`config.mk`:
```
export PLATFORM = sky130hd
export DESIGN_NAME = dram_dq_ctrl
export DESIGN_NICKNAME = d
export VERILOG_FILES = /design/src/rtl/dqb_pkg.sv /design/src/rtl/dqb_sampler.sv /design/src/rtl/dqb_classifier.sv /design/src/rtl/dqb_out_stage.sv /design/src/rtl/dram_dq_ctrl.sv
export SDC_FILE = /design/constraint.sdc
export NUM_CORES = 1
export LEC_CHECK = 0
export BUFFER_PORTS_ARGS = -buffer_cell sky130_fd_sc_hd__buf_2
export CORE_MARGIN = 2
export CORE_UTILIZATION = 51
export DETAILED_ROUTE_END_ITERATION = 8
export HOLD_SLACK_MARGIN = 0.12
export PLACE_DENSITY = 0.82
export SLEW_MARGIN = 20
export SYNTH_ARGS = -nofsm -noshare
export SYNTH_HDL_FRONTEND = slang
export SYNTH_HIERARCHICAL = 1
export SYNTH_SLANG_ARGS = --single-unit
```
`constraint.sdc`:
```
create_clock -name clk -period 4.63 [get_ports clk]
set_input_delay 1.389 -clock clk [delete_from_list [all_inputs] [get_ports clk]]
set_output_delay 1.389 -clock clk [all_outputs]
set_load 0.02 [all_outputs]
```
`src/rtl/dqb_pkg.sv`:
```
package dqb_pkg;
   localparam int unsigned NSTB  = 4;
   localparam int unsigned NEDGE = 3;
   localparam int unsigned I_RAS = 0;
   localparam int unsigned I_CAS = 1;
   localparam int unsigned I_WE  = 2;
   localparam int unsigned I_OE  = 3;

   typedef enum logic [2:0] {
      CYC_IDLE     = 3'd0,
      CYC_READ     = 3'd1,
      CYC_EARLY_WR = 3'd2,
      CYC_LATE_WR  = 3'd3,
      CYC_RMW      = 3'd4,
      CYC_INDET    = 3'd5
   } cyc_e;
endpackage

```
`src/rtl/dqb_sampler.sv`:
```
module dqb_sampler #(
   parameter int unsigned N_STB  = 4,
   parameter int unsigned N_EDGE = 3
) (
   input  logic              clk,
   input  logic              rst_n,
   input  logic [N_STB-1:0]  stb_n,
   output logic [N_STB-1:0]  lvl_q,
   output logic [N_EDGE-1:0] fall
);
   if (N_EDGE > N_STB) begin : g_bad_edges
      $error("dqb_sampler: N_EDGE must not exceed N_STB");
   end

   for (genvar g = 0; g < N_STB; g++) begin : g_lvl
      always_ff @(posedge clk or negedge rst_n) begin
         if (!rst_n) lvl_q[g] <= 1'b1;
         else        lvl_q[g] <= stb_n[g];
      end
   end

   for (genvar e = 0; e < N_EDGE; e++) begin : g_fall
      assign fall[e] = lvl_q[e] & ~stb_n[e];
   end
endmodule

```
`src/rtl/dqb_classifier.sv`:
```
module dqb_classifier
   import dqb_pkg::*;
(
   input  logic             clk,
   input  logic             rst_n,
   input  logic [NSTB-1:0]  stb_n,
   input  logic [NEDGE-1:0] fall,
   output cyc_e             cls_q,
   output logic             latch,
   output logic             wr_kill
);
   logic row_open;
   logic shown_q, shown_d;
   cyc_e cls_d;

   assign row_open = ~stb_n[I_RAS];
   assign latch    = fall[I_CAS] & row_open &  stb_n[I_WE];
   assign wr_kill  = fall[I_CAS] & row_open & ~stb_n[I_WE];

   always_comb begin
      cls_d   = cls_q;
      shown_d = shown_q;
      if (latch) begin
         cls_d   = CYC_READ;
         shown_d = ~stb_n[I_OE];
      end else if (wr_kill) begin
         cls_d   = CYC_EARLY_WR;
         shown_d = 1'b0;
      end else if (fall[I_RAS] & stb_n[I_CAS]) begin
         cls_d   = CYC_IDLE;
         shown_d = 1'b0;
      end else if (cls_q == CYC_READ) begin
         if (fall[I_WE] & row_open & ~stb_n[I_CAS]) begin
            if (~stb_n[I_OE])  cls_d = CYC_INDET;
            else if (shown_q)  cls_d = CYC_RMW;
            else               cls_d = CYC_LATE_WR;
         end else if (~stb_n[I_OE]) begin
            shown_d = 1'b1;
         end
      end
   end

   always_ff @(posedge clk or negedge rst_n) begin
      if (!rst_n) begin
         cls_q   <= CYC_IDLE;
         shown_q <= 1'b0;
      end else begin
         cls_q   <= cls_d;
         shown_q <= shown_d;
      end
   end

   assert_indet_from_read_R10: assert property (@(posedge clk) disable iff (!rst_n)
      (cls_q == CYC_INDET && $past(cls_q) != CYC_INDET) |-> $past(cls_q) == CYC_READ);
endmodule

```
`src/rtl/dqb_out_stage.sv`:
```
module dqb_out_stage
   import dqb_pkg::*;
#(
   parameter int unsigned DATA_W   = 16,
   parameter int unsigned EDO_MODE = 0
) (
   input  logic              clk,
   input  logic              rst_n,
   input  logic [NSTB-1:0]   stb_n,
   input  logic [NSTB-1:0]   lvl_q,
   input  cyc_e              cls_q,
   input  logic              latch,
   input  logic              wr_kill,
   input  logic [DATA_W-1:0] cell_data,
   output logic [DATA_W-1:0] data_q,
   output logic              drv
);
   logic valid_q;
   logic strobe_off;
   logic late_cut;

   assign late_cut = (cls_q == CYC_LATE_WR) & stb_n[I_CAS];

   if (EDO_MODE == 0) begin : g_fpm
      assign strobe_off = stb_n[I_RAS] | stb_n[I_CAS];

      assert_fpm_first_rise_R3: assert property (@(posedge clk) disable iff (!rst_n)
         (lvl_q[I_RAS] || lvl_q[I_CAS]) |-> !valid_q);
   end else if (EDO_MODE == 1) begin : g_edo
      assign strobe_off = stb_n[I_RAS] & stb_n[I_CAS];

      assert_edo_both_high_R4: assert property (@(posedge clk) disable iff (!rst_n)
         (lvl_q[I_RAS] && lvl_q[I_CAS]) |-> !valid_q);
      assert_edo_persist_R4: assert property (@(posedge clk) disable iff (!rst_n)
         ($past(valid_q) && !(lvl_q[I_RAS] && lvl_q[I_CAS])
          && cls_q != CYC_LATE_WR && cls_q != CYC_EARLY_WR) |-> valid_q);
   end else begin : g_bad_mode
      $error("dqb_out_stage: EDO_MODE must be 0 or 1");
   end

   always_ff @(posedge clk or negedge rst_n) begin
      if (!rst_n) begin
         valid_q <= 1'b0;
         data_q  <= '0;
      end else if (latch) begin
         valid_q <= 1'b1;
         data_q  <= cell_data;
      end else if (wr_kill || strobe_off || late_cut) begin
         valid_q <= 1'b0;
      end
   end

   assign drv = valid_q & ~lvl_q[I_OE];

   assert_cbr_hold_R5: assert property (@(posedge clk) disable iff (!rst_n)
      ($fell(lvl_q[I_RAS]) && !lvl_q[I_CAS] && $past(!lvl_q[I_CAS])) |-> $stable(data_q));
endmodule

```
`src/rtl/dram_dq_ctrl.sv`:
```
module dram_dq_ctrl
   import dqb_pkg::*;
#(
   parameter int unsigned DATA_W   = 16,
   parameter int unsigned EDO_MODE = 0
) (
   input  logic              clk,
   input  logic              rst_n,
   input  logic              ras_n,
   input  logic              cas_n,
   input  logic              we_n,
   input  logic              oe_n,
   input  logic [DATA_W-1:0] cell_data,
   output logic [DATA_W-1:0] dq_q,
   output logic              dq_drv,
   output logic              dq_indet
);
   if (DATA_W < 1) begin : g_bad_width
      $error("dram_dq_ctrl: DATA_W must be at least 1");
   end

   logic [NSTB-1:0]  stb_n;
   logic [NSTB-1:0]  lvl_q;
   logic [NEDGE-1:0] fall;
   cyc_e             cls_q;
   logic             latch, wr_kill;

   always_comb begin
      stb_n        = '1;
      stb_n[I_RAS] = ras_n;
      stb_n[I_CAS] = cas_n;
      stb_n[I_WE]  = we_n;
      stb_n[I_OE]  = oe_n;
   end

   dqb_sampler #(.N_STB(NSTB), .N_EDGE(NEDGE)) u_sampler (
      .clk   (clk),
      .rst_n (rst_n),
      .stb_n (stb_n),
      .lvl_q (lvl_q),
      .fall  (fall)
   );

   dqb_classifier u_classifier (
      .clk     (clk),
      .rst_n   (rst_n),
      .stb_n   (stb_n),
      .fall    (fall),
      .cls_q   (cls_q),
      .latch   (latch),
      .wr_kill (wr_kill)
   );

   dqb_out_stage #(.DATA_W(DATA_W), .EDO_MODE(EDO_MODE)) u_out (
      .clk       (clk),
      .rst_n     (rst_n),
      .stb_n     (stb_n),
      .lvl_q     (lvl_q),
      .cls_q     (cls_q),
      .latch     (latch),
      .wr_kill   (wr_kill),
      .cell_data (cell_data),
      .data_q    (dq_q),
      .drv       (dq_drv)
   );

   assign dq_indet = (cls_q == CYC_INDET);

   assert_early_write_open_R6: assert property (@(posedge clk) disable iff (!rst_n)
      (cls_q == CYC_EARLY_WR) |-> !dq_drv);
   assert_late_cas_open_R8: assert property (@(posedge clk) disable iff (!rst_n)
      (cls_q == CYC_LATE_WR && lvl_q[I_CAS]) |-> !dq_drv);
endmodule

```
==> reports/results.txt <==
gpl congestion: 0.812
Post-Route WL: 1900 um
pin slew with the least headroom to its limit: 0.781 ns
vias per inst: 5.09
die width: 50.4 um
buffer count from post-CTS setup fixing: 0
setup slack of the most critical reg-to-reg path: 2.67 ns
class of the tightest hold or removal check: reg2reg
setup repair after global routing missed its margin: no
critical path class: in2reg
CTS H-tree lvls: 1
aggregate negative setup slack: 0 ns
first element of the critical path: cas_n
sequential area share after synthesis: 57.4%
total of fill cells in the finished design: 164
worst slack at placement: 1.68 ns
register bit count reported by yosys: 25
antenna-violating nets left: 0
run status: finished, final reports clean
count of cells along the worst register-to-register path: 4
total half-perimeter wirelength after legalization and detailed placement: 1390 um
Final Total Pwr: 524 uW
final clock skew: 0.00880 ns
register clock-pin slew on the reported worst setup and hold paths: 0.12 ns
Peak Freq: 0.382 GHz
total of hold buffers inserted after clock tree synthesis: 0
initial detailed-routing violation count: 7
detailed-routing iteration count for the pre-antenna-repair pass: 2
combined global-route utilization of all metal layers: 17.1%
largest driver fanout on the critical path: 17
Max Slew Vio Count: 0
# rows: 16
maximum buffer depth of the clock tree: 2
insertion delay of the later-clocked pin in the worst-skew pair: 0.32 ns
count of max-cap constraint violations: 0
ant diodes: 0
crit path time final: 2.62 ns
# nets final: 136
Critical R2R Capture: u_out/data_q[11]
clock sink total: 25
tightest slew margin relative to the limit: 47.9%
initial core utilization: 54.9%
share of cells above drive strength 1: 61.9%
area of the core: 2000 um2
Vias: 713
first-pass GRT wire length: 3140 um
Die Outline Area: 2540 um2
io pins: 40
number of instances on the worst hold path: 1
Synth warnings: 6
worst IR drop on VDD: 294 uV
wire length per cell: 13.6 um
clk root buf: sky130_fd_sc_hd__clkbuf_4
total DRC errors in the routed layout: 0
type of element launching the critical path: primary input
longest individual stage delay on the worst path: 0.60 ns
remaining global-route overflow: 0
number of buffers created by CTS: 3
count of buffers inserted at the top-level ports: 39
share of the core filled with cells in the final layout: 66.1%
number of library cell types mapped by synthesis: 24
cell with the biggest individual delay on the critical path: sky130_fd_sc_hd__inv_1
TritonCTS clock tree: done
Post-Syn Area: 1100 um2
Syn Nets: 94
power density over cell area: 396 nW/um2
maximum number of pins on one net before global-route repair: 26
crit path capture: u_out/data_q[11]
Leak: 0.669 nW
overall die height: 50.4 um
Final Setup Violations: 0
cell-by-cell trace of the critical path: buf_2, nor2b_4, nand3_1, inv_1, mux2_2
mean area per synthesized cell: 15.3 um2
Reg-to-Reg Start: u_sampler/lvl_q[1]
Worst Setup End Kind: flip-flop
total of cells resized after clock tree synthesis: 0
synthesized instance count: 72
vias in the first global route: 668
final clock period utilization by the worst path: 56.5%
Hold Vio Cnt, Final: 0
required arrival time at the worst endpoint: 4.84 ns
post-synthesis to final-layout area growth: 20.5%
initial antenna violation count: 0
CP Data Arrival Time: 2.83 ns
post-route setup slack: 2.01 ns
-- worst min path at each step --
| stage | start | to |
|---|---|---|
| 6_report | u_out/data_q[9] | u_out/data_q[9] |
| 5_1_grt | u_out/data_q[9] | u_out/data_q[9] |
| 4_1_cts | u_out/data_q[9] | u_out/data_q[9] |
| 3_5_place_dp | u_out/data_q[0] | u_out/data_q[0] |
| 3_3_place_gp | u_out/data_q[10] | u_out/data_q[10] |
| 2_1_floorplan | u_classifier/cls_q[2] | u_classifier/cls_q[2] |
-- kinds of logic (layout without fill, tap and decap cells) --
kind of cell / Yosys count / count (layout) / synth area share, %
buffers and inverters: 5 / 46 / 3.87
DFF: 25 / 25 / 57.4
AOI/OAI and AO/OA: 6 / 6 / 3.87
and+or+nand+nor: 20 / 20 / 15.4
muxes: 16 / 16 / 19.5
-- area by class of cell --
class | count | area [um2] | area share [%]
Timing Repair Buffer | 39 | 195 | 14.7
Sequential cell | 25 | 631 | 47.6
Clock buffer | 3 | 22.5 | 1.70
Inverter | 3 | 11.3 | 0.851
Multi-Input combinational cell | 42 | 425 | 32.1
Clock inverter | 1 | 5.00 | 0.378
Tap cell | 27 | 33.8 | 2.55
-- per-layer routing --
| layer | routed length, um | part of all wire (%) | global-route usage [%] | up-vias |
|---|---|---|---|---|
| met3 | 128 | 6.7 | 5.65 | 6 |
| met5 | 0 | 0 | 0 | - |
| met2 | 935 | 49 | 26.1 | 25 |
| met4 | 46 | 2.4 | 9.01 | 0 |
| met1 | 790 | 42 | 21.4 | 346 |
| li1 | - | - | - | 336 |
-- flip-flops by register name (all words and copies together) (netlist names) --
signal	count
u_out/data_q	16
u_sampler/lvl_q	4
u_classifier/cls_q	3
u_classifier/shown_q	1
u_out/valid_q	1
-- cells in the mapped netlist, drive strengths merged --
library cell / count / area (um2)
dfrtp: 21 / 526
mux2: 16 / 214
nor2b: 5 / 53.8
dfstp: 4 / 105
inv: 3 / 11.3
nor3b: 3 / 27.5
o21ai: 3 / 15.0
a22oi: 2 / 20.0
and3b: 2 / 17.5
buf: 2 / 31.3
nor2: 2 / 7.51
nor3: 2 / 15.0
nor4b: 2 / 17.5
nand2: 1 / 3.75
nand3: 1 / 5.00
nand4b: 1 / 15.0
o21a: 1 / 7.51
or2: 1 / 6.26
-- worst max-delay path, delay by kind of cell --
kind	cells	cell delay, ns
AND/OR/NAND/NOR	2	0.28
buffers and inverters	2	0.74
multiplexers	1	0.42
-- cells in the final DEF (no fill, tap or decap), drive strengths merged, types with 2 or more instances in the layout --
cell type / instances
buf: 39
dfrtp: 21
mux2: 16
nor2b: 5
dfstp: 4
clkbuf: 3
inv: 3
o21ai: 3
nor3b: 3
and3b: 2
nor4b: 2
nor2: 2
a22oi: 2
nor3: 2
-- through the flow --
step	area (um2)	cells	hold slack (ns)
after detailed placement	1300	136	0.488
after CTS	1320	140	0.524
after global placement	1300	136	0.489
after floorplan	1100	72	0.500
final	1320	140	0.522
after global routing	1320	140	0.534
-- where the power goes --
| group | switching, mW | total (mW) | internal [mW] |
|---|---|---|---|
| Clock | 0.0622 | 0.0945 | 0.0324 |
| Sequential | 0.0205 | 0.279 | 0.258 |
| Combinational | 0.0788 | 0.150 | 0.0717 |
No activity file was read; power rests on OpenSTA's default activity.
